File: config.mk
export PLATFORM = sky130hd
export DESIGN_NAME = nonce_partition_ctrl
export DESIGN_NICKNAME = d
export VERILOG_FILES = /design/src/rtl/nonce_pkg.sv /design/src/rtl/nonce_span_counter.sv /design/src/rtl/nonce_lane.sv /design/src/rtl/share_queue.sv /design/src/rtl/nonce_partition_ctrl.sv
export SDC_FILE = /design/constraint.sdc
export NUM_CORES = 1
export LEC_CHECK = 0
export ABC_AREA = 1
export BUFFER_PORTS_ARGS = -buffer_cell sky130_fd_sc_hd__buf_2
export CORE_AREA = 3 3 336 338
export DETAILED_ROUTE_END_ITERATION = 6
export DIE_AREA = 0 0 339 341
export PLACE_DENSITY_LB_ADDON = 0.1
export SLEW_MARGIN = 15
export SYNTH_ARGS = -nofsm -noshare
export SYNTH_HDL_FRONTEND = slang
export SYNTH_HIERARCHICAL = 1
export SYNTH_SLANG_ARGS = --single-unit
File: constraint.sdc
create_clock -name clk_i -period 7.1 [get_ports clk_i]
set_input_delay 0.71 -clock clk_i [delete_from_list [all_inputs] [get_ports clk_i]]
set_output_delay 0.71 -clock clk_i [all_outputs]
set_load 0.01 [all_outputs]
File: src/rtl/nonce_pkg.sv
package nonce_pkg;
  localparam int unsigned MID_W = 256;

  function automatic int unsigned idx_bits(input int unsigned n);
    return (n <= 1) ? 1 : $clog2(n);
  endfunction
endpackage

File: src/rtl/nonce_span_counter.sv
module nonce_span_counter #(
  parameter int LOW_W     = 30,
  parameter int MATCH_LAT = 4
) (
  input  logic             clk_i,
  input  logic             rst_ni,
  input  logic             load_i,
  output logic [LOW_W-1:0] cnt_o,
  output logic             run_o,
  output logic             mature_o,
  output logic             wrap_o
);
  logic [LOW_W-1:0]     cnt_q;
  logic                 run_q, wrap_q;
  logic [MATCH_LAT-1:0] age_q;

  always_ff @(posedge clk_i or negedge rst_ni) begin
    if (!rst_ni) begin
      cnt_q  <= '0;
      run_q  <= 1'b0;
      wrap_q <= 1'b0;
      age_q  <= '0;
    end else if (load_i) begin
      cnt_q  <= '0;
      run_q  <= 1'b1;
      wrap_q <= 1'b0;
      age_q  <= '0;
    end else begin
      // age_q[k] marks that a nonce of this work was issued k+1 cycles ago
      age_q <= MATCH_LAT'({age_q, run_q});
      if (run_q) begin
        cnt_q <= cnt_q + 1'b1;
        if (&cnt_q) wrap_q <= 1'b1;
      end
    end
  end

  assign cnt_o    = cnt_q;
  assign run_o    = run_q;
  assign mature_o = age_q[MATCH_LAT-1];
  assign wrap_o   = wrap_q;
endmodule

File: src/rtl/nonce_lane.sv
module nonce_lane #(
  parameter int NONCE_W   = 32,
  parameter int IDX_W     = 2,
  parameter int IDX       = 0,
  parameter int MATCH_LAT = 4
) (
  input  logic [NONCE_W-IDX_W-1:0] cnt_i,
  output logic [NONCE_W-1:0]       nonce_o,
  output logic [NONCE_W-1:0]       hit_nonce_o
);
  localparam int LOW_W = NONCE_W - IDX_W;
  localparam logic [IDX_W-1:0] TAG = IDX_W'(IDX);

  assign nonce_o     = {TAG, cnt_i};
  // modular subtraction recovers the nonce in flight MATCH_LAT cycles ago
  assign hit_nonce_o = {TAG, LOW_W'(cnt_i - LOW_W'(MATCH_LAT))};
endmodule

File: src/rtl/share_queue.sv
module share_queue #(
  parameter int WIDTH = 32,
  parameter int PORTS = 4,
  parameter int DEPTH = 4
) (
  input  logic               clk_i,
  input  logic               rst_ni,
  input  logic               clear_i,
  input  logic [PORTS-1:0]   push_i,
  input  logic [PORTS*WIDTH-1:0] din_i,
  input  logic               pop_i,
  output logic [WIDTH-1:0]   dout_o,
  output logic               valid_o
);
  localparam int AW = (DEPTH <= 1) ? 1 : $clog2(DEPTH);

  logic [WIDTH-1:0] mem_q [DEPTH];
  logic [AW-1:0]    wr_ptr_q, rd_ptr_q;
  logic [AW:0]      cnt_q;
  logic [PORTS-1:0] wr_en;
  logic [AW-1:0]    wr_addr [PORTS];
  logic [AW:0]      n_wr;
  logic             do_pop;

  // ascending port order fills consecutive slots; no room means drop
  always_comb begin
    int slot;
    slot = 0;
    for (int i = 0; i < PORTS; i++) begin
      wr_en[i]   = 1'b0;
      wr_addr[i] = '0;
      if (push_i[i] && (int'(cnt_q) + slot < DEPTH)) begin
        wr_en[i]   = 1'b1;
        wr_addr[i] = wr_ptr_q + AW'(slot);
        slot       = slot + 1;
      end
    end
    n_wr = (AW+1)'(slot);
  end

  assign do_pop = pop_i && (cnt_q != '0);

  always_ff @(posedge clk_i) begin
    for (int i = 0; i < PORTS; i++)
      if (wr_en[i] && !clear_i) mem_q[wr_addr[i]] <= din_i[i*WIDTH +: WIDTH];
  end

  always_ff @(posedge clk_i or negedge rst_ni) begin
    if (!rst_ni) begin
      wr_ptr_q <= '0;
      rd_ptr_q <= '0;
      cnt_q    <= '0;
    end else if (clear_i) begin
      wr_ptr_q <= '0;
      rd_ptr_q <= '0;
      cnt_q    <= '0;
    end else begin
      wr_ptr_q <= wr_ptr_q + AW'(n_wr);
      rd_ptr_q <= rd_ptr_q + AW'(do_pop);
      cnt_q    <= cnt_q + n_wr - (AW+1)'(do_pop);
    end
  end

  assign valid_o = (cnt_q != '0);
  assign dout_o  = mem_q[rd_ptr_q];
endmodule

File: src/rtl/nonce_partition_ctrl.sv
module nonce_partition_ctrl
  import nonce_pkg::*;
#(
  parameter int N_CORES     = 4,
  parameter int NONCE_W     = 32,
  parameter int TAIL_W      = 96,
  parameter int MATCH_LAT   = 4,
  parameter int QUEUE_DEPTH = 4
) (
  input  logic                       clk_i,
  input  logic                       rst_ni,
  input  logic                       load_i,
  input  logic [MID_W-1:0]           midstate_i,
  input  logic [TAIL_W-1:0]          tail_i,
  output logic [MID_W-1:0]           core_midstate_o,
  output logic [TAIL_W-1:0]          core_tail_o,
  output logic [N_CORES*NONCE_W-1:0] core_nonce_o,
  input  logic [N_CORES-1:0]         core_match_i,
  output logic [NONCE_W-1:0]         result_nonce_o,
  output logic                       result_valid_o,
  input  logic                       result_ack_i,
  output logic                       wrap_o
);
  localparam int IDX_W = idx_bits(N_CORES);
  localparam int LOW_W = NONCE_W - IDX_W;

  logic [MID_W-1:0]           mid_q;
  logic [TAIL_W-1:0]          tail_q;
  logic [LOW_W-1:0]           cnt;
  logic                       run, mature;
  logic [N_CORES-1:0]         accept;
  logic [N_CORES*NONCE_W-1:0] hit_nonce;

  always_ff @(posedge clk_i or negedge rst_ni) begin
    if (!rst_ni) begin
      mid_q  <= '0;
      tail_q <= '0;
    end else if (load_i) begin
      mid_q  <= midstate_i;
      tail_q <= tail_i;
    end
  end

  assign core_midstate_o = mid_q;
  assign core_tail_o     = tail_q;

  nonce_span_counter #(.LOW_W(LOW_W), .MATCH_LAT(MATCH_LAT)) u_cnt (
    .clk_i   (clk_i),
    .rst_ni  (rst_ni),
    .load_i  (load_i),
    .cnt_o   (cnt),
    .run_o   (run),
    .mature_o(mature),
    .wrap_o  (wrap_o)
  );

  for (genvar g = 0; g < N_CORES; g++) begin : g_lane
    nonce_lane #(
      .NONCE_W(NONCE_W), .IDX_W(IDX_W), .IDX(g), .MATCH_LAT(MATCH_LAT)
    ) u_lane (
      .cnt_i      (cnt),
      .nonce_o    (core_nonce_o[g*NONCE_W +: NONCE_W]),
      .hit_nonce_o(hit_nonce[g*NONCE_W +: NONCE_W])
    );
  end

  // flags without an issued nonce of this work behind them are stale
  assign accept = core_match_i & {N_CORES{mature & ~load_i}};

  share_queue #(.WIDTH(NONCE_W), .PORTS(N_CORES), .DEPTH(QUEUE_DEPTH)) u_q (
    .clk_i  (clk_i),
    .rst_ni (rst_ni),
    .clear_i(load_i),
    .push_i (accept),
    .din_i  (hit_nonce),
    .pop_i  (result_ack_i),
    .dout_o (result_nonce_o),
    .valid_o(result_valid_o)
  );
endmodule

# After elaboration in Yosys (flattened, before gate mapping)
# Memory sizes are Yosys's and may differ from the RTL's.
# Index checks and enable logic that the tools add are counted.
# op_classes
n_eq_ne	0
n_reduce_logical	15
order_cmp	4
add_sub_neg	15
mul	0
bitwise	3
div_mod_pow	0
shift	0
mux	29
# op_table
cell	count
$lt A32 B4 Y1 const B	3
$add A4 B32 Y32	2
$mux W32	2
$mux W30	2
$add A32 B2 Y32 const B	1
$add A30 B1 Y30 const B	1
$reduce_and A30 Y1	1
$sub A30 B3 Y30 const B	1
$mux W1	16
$mux W2	6
$logic_and A1 B1 Y1	9
$add A2 B2 Y2	3
$mux W3	2
$add A2 B1 Y2	2
$add A3 B1 Y4	1
$and A4 B4 Y4	1
$mux W4	1
$reduce_bool A2 Y1	2
$add A3 B2 Y3 const B	1
$add A3 B3 Y3	1
$lt A3 B3 Y1 const B	1
$reduce_bool A3 Y1	1
$sub A3 B1 Y3	1
$add A1 B1 Y2 const B	1
other kinds (4)	4
# totals
memories	1
ff_bits	395
latchBits	0
ram_bits	128
romBits	0
output_inout_bits	514
# memory_table
name	depth	width	rd	rd_ports_with_merged_regs	wr	line_no	source
u_q.mem_q	4	32	1	0	4	share_queue.sv:17	logic [WIDTH-1:0] mem_q [DEPTH];

# Depth between registers and ports, before layout
# logic_depth
depth_word	20
depth_mapped	35

# By module
# Netlist, hierarchy kept.
# by_module_without_submodules
mod	instances	seq_area_each_um2	cells_per_inst	area_per_inst_um2
nonce_partition_ctrl	1	8808.4	1496	13290.2
share_queue	1	4018.9	1467	10052.1
nonce_lane at g_lane[1].u_lane ...	2	0.0	191	1083.5
nonce_lane at g_lane[0].u_lane ...	2	0.0	190	1079.8
nonce_span_counter	1	900.9	278	1978.1

# Worst setup path before layout
# Ideal clock, no wire load.
# synth_timing
path_kind	in2reg
start	input load_i
end	register u_q.cnt_q[2]
setup_ns	0.078
path_slack_ns	2.016
arrival_ns	5.006
cell_stages	34
required_ns	7.022
path_cell_list	inv_2 > buf_4 > buf_4 > nand2_1 > nor2_1 > nand2_2 > nor3_1 > nor2_2 > ha_1 > nand2_1 > inv_2 > nand3_1 > nand2_1 > nand2_2 > nand3_4 > nand2_1 > o21ai_2 > ha_1 > nor4_2 > nand2_1 > nand2_1 > nand2_1 > inv_1 > ha_1 > inv_1 > ha_1 > inv_1 > fa_1 > xor2_1 > xor2_1 > o21ai_0 > nand2_1 > nand2_1 > a21oi_1
# synth_between
elab_chain_len	20
elab_cells_between_ends	23
# synth_lines
element	line_no	source
from (decl)	nonce_partition_ctrl.sv:12	input logic load_i,
$not A1 Y1 *	nonce_partition_ctrl.sv:68	assign accept = core_match_i & {N_CORES{mature & ~load_i}};
$and A1 B1 Y1 *	nonce_partition_ctrl.sv:68	
$and A4 B4 Y4 *	nonce_partition_ctrl.sv:68	
named net accept[0]	nonce_partition_ctrl.sv:31	logic [N_CORES-1:0] accept;
$logic_and A1 B1 Y1 *	share_queue.sv:32	if (push_i[i] && (int'(cnt_q) + slot < DEPTH)) begin
$mux W1 *	share_queue.sv:32	
$add A3 B1 Y4	share_queue.sv:32	
$lt A32 B4 Y1	share_queue.sv:32	
(+5 left out)	n/a	
$mux W32 *	share_queue.sv:32	
$add A4 B32 Y32	share_queue.sv:32	
$lt A32 B4 Y1	share_queue.sv:32	
$logic_and A1 B1 Y1	share_queue.sv:32	
$mux W3 *	share_queue.sv:32	
$add A3 B3 Y3 *	share_queue.sv:60	cnt_q <= cnt_q + n_wr - (AW+1)'(do_pop);
$sub A3 B1 Y3 *	share_queue.sv:60	
$mux W3 *	share_queue.sv:53	end else if (clear_i) begin
to (signal assigned)	share_queue.sv:60	
to (decl)	share_queue.sv:19	logic [AW:0] cnt_q;
# Mark *: on every way through the listed nets, which the timed path passes. The rest lies on a longest branch.
# A chain may end at the register's enable or synchronous reset.

==> results.txt <==
CTS root buf: clkbuf_16
Required @ worst endpoint: 7.37 ns
post-cts resize count: 0
Port Buffers: 865
DP Wirelength: 104 mm
TritonCTS clock tree: yes
RR Endpoint: u_q/mem_q[1][12]
worst skew pair latency: 0.63 ns
grt peak-use layer: met2
Distinct cells, synth: 43
maximum root-to-sink buffer count: 3
crit-path max FO: 38
worst clock skew: 0.0226 ns
async set-reset flop share out of synthesis: 75.5%
Die X-Extent: 339 um
flop-to-flop setup slack: 1.96 ns
share of layout cells above drive strength 1: 25.2%
total number of yosys warnings: 6
first-pass GRT wire length: 203 mm
# rows: 122
Post-synth EDFFs: 128
Ports: 874
largest net degree at the start of global routing: 165
GPL Wtd Cong: 0.868
DRT Pass-1 Iters: 7
Setup Buffers After CTS: 0
status: finished clean
max-slew violations: 0
peak supply drop: 0.147 mV
1st-iter DRT viols: 1948
Die Y: 341 um
Worst path max stage delay: 0.55 ns
HP Class: input pin to asynchronous set/reset pin
gr usage total: 24.0%
Critical Path Start Type: input pin
Main synth FF type: dfrtp_1
Layout Nets: 5052
crit path DAT: 5.54 ns
vias in the first global route: 27398
Max Fclk: 190 MHz
Num CTS Buffers: 70
PD cells: 271 nW/um^2
drt via density: 4.61
RSZ-0062 raised after global routing: no
worst path bufs/invs: 5
grt met3 use: 3.54%
max-cap violation count: 0
Worst R2R Start: u_q/cnt_q[2]
Synth Cell Area: 29600 um^2
hold_buf cts: 0
Final min period: 5.27 ns
Worst path slowest cell: nand3_2
total power: 9.90 mW
initial antenna violation count: 47
clock slew at reported path FFs: 0.06 ns
placed insts: 6088
Worst R2R Path Depth: 22
Setup TNS Final: 0 ns
Critical Path End Type: flop
Filler cells: 12304
Final Non-Filler Cells: 6215
sequential fraction of the synthesis area: 46.3%
routed vias: 28661
# DRC: 0
starting density of the core: 26.9%
WL/cell: 23.0 um
CP most frequent cell: nand2_1
Synth Register Bits: 523
area occupied by multi-input gates: 13100 um^2
crit path cell chain: buf_8, inv_8, nand2_1, nor2_1, nand2_1, nor2_2, ha_1, nand2_1, inv_2, nand3_1, nand2_1, nand2_2, nand3_4, nand2_1, o21ai_2, ha_1, nor4_2, nand2_1, nand2_4, nand2_2, nor2_4, inv_2, nand3_2, buf_4
# H-tree levels: 3
commonest cells after routing, fill and taps aside: 1898 x nand2_1, 863 x buf_2, 394 x dfrtp_1, 290 x nor2_1, 260 x o21ai_0
worst slew pin tran: 1.12 ns
CORE AREA: 110000 um^2
global routing usage on met2: 43.2%
register area: 13700 um^2
CP Class: input pin to flop
Slew HR: 25.6%
area growth from synthesis to layout: 23.3%
Die ar.: 116000 um^2
Top delay family on crit path: simple AND/OR/NAND/NOR gates
Final ANT Viol Nets: 0
Final period util: 74.2%
GR Layer Usage met1: 29.8%
mean area per synthesized cell: 7.41 um^2
commonest non-fill, non-tap cell in the layout: nand2_1
global route overflow: 0
Post-Syn Instances: 4003
Hold Vio Cnt, Final: 0
final setup vio count: 0
Clock Sinks: 523
static leakage: 20.3 nW
drt total wl: 143 mm
-- state kept, by name, indices dropped and copies added, names as in the netlist --
name,flops
u_cnt/cnt_o,30
u_q/mem_q,128
u_q/rd_ptr_q,2
u_q/cnt_q,3
core_tail_o,96
core_midstate_o,256
u_cnt/wrap_o,1
u_cnt/age_q,4
u_q/wr_ptr_q,2
u_cnt/run_o,1
-- cells by family (layout without fill, tap and decap cells) --
| group | count (synthesis) | in the layout | synth area share, % |
|---|---|---|---|
| DFF | 523 | 523 | 46.3 |
| other | 6 | 23 | 0.0760 |
| xor gates and xnor gates | 67 | 67 | 1.98 |
| buffers and inverters | 547 | 1254 | 9.84 |
| adders and majority gates | 20 | 20 | 0.869 |
| AOI/OAI and AO/OA | 420 | 420 | 7.66 |
| and+or+nand+nor | 2420 | 2420 | 33.3 |
-- through the flow --
stage	instance area (um^2)	util, %	setup slack, ns	hold WS, ns
6_report	36500	33.1	1.83	0.0600
5_1_grt	36500	33.1	1.30	0.103
3_3_place_gp	34300	31.1	1.18	0.446
2_1_floorplan	29700	-	2.02	0.414
3_5_place_dp	34300	31.1	1.11	0.449
4_1_cts	36500	33.1	1.79	0.0731
-- report_power, final --
part	total [mW]	switching, mW	internal, mW
Clock	3.55	1.44	2.11
Sequential	3.52	0.170	3.35
Combinational	2.84	1.92	0.918
Total	9.90	3.53	6.37
-- routing by layer --
metal / vias to the layer above / wire (um)
met1: 13794 / 59300
met2: 907 / 72400
met3: 207 / 7550
li1: 13751 / -
met4: 2 / 3910
met5: - / 13
-- Yosys cell counts (19+ instances only) --
cell type | number | area (um^2)
nor2_1 | 292 | 1100
inv_1 | 203 | 762
nand2_2 | 36 | 225
o22ai_1 | 32 | 200
xnor2_1 | 36 | 315
o211ai_1 | 39 | 293
ha_1 | 19 | 238
nor2_2 | 51 | 319
nand3_1 | 54 | 270
buf_4 | 170 | 1280
a21oi_1 | 47 | 235
nand4_1 | 31 | 194
buf_2 | 85 | 425
nand2_1 | 1898 | 7120
o21ai_0 | 260 | 1300
dfrtp_1 | 395 | 9880
xor2_1 | 31 | 272
clkbuf_1 | 52 | 195
o21ai_1 | 32 | 160
edfxtp_1 | 128 | 3840
-- layout make-up --
| class | instances | share of cell area (%) |
|---|---|---|
| well taps | 1488 | 5.09 |
| inverters | 221 | 2.29 |
| multi-input cells | 2943 | 35.9 |
| diodes | 7 | 0.0479 |
| flip-flops and latches | 523 | 37.6 |
| clock buffers | 97 | 5.46 |
| repair buffers | 913 | 13.0 |
| clock inverters | 23 | 0.671 |
-- worst max path at each step --
stage           start               end  slack [ns]  depth (start not counted)
6_report       load_i  u_q/mem_q[1][12]        1.83                         24
5_1_grt        load_i  u_q/mem_q[1][21]        1.30                         25
4_1_cts        load_i  u_q/mem_q[1][12]        1.79                         24
3_5_place_dp   load_i  u_q/mem_q[1][20]        1.11                         25
3_3_place_gp   load_i  u_q/mem_q[1][20]        1.18                         25
2_1_floorplan  load_i      u_q/cnt_q[2]        2.02                         34
Note: power is estimated with default switching activity, not from simulation.
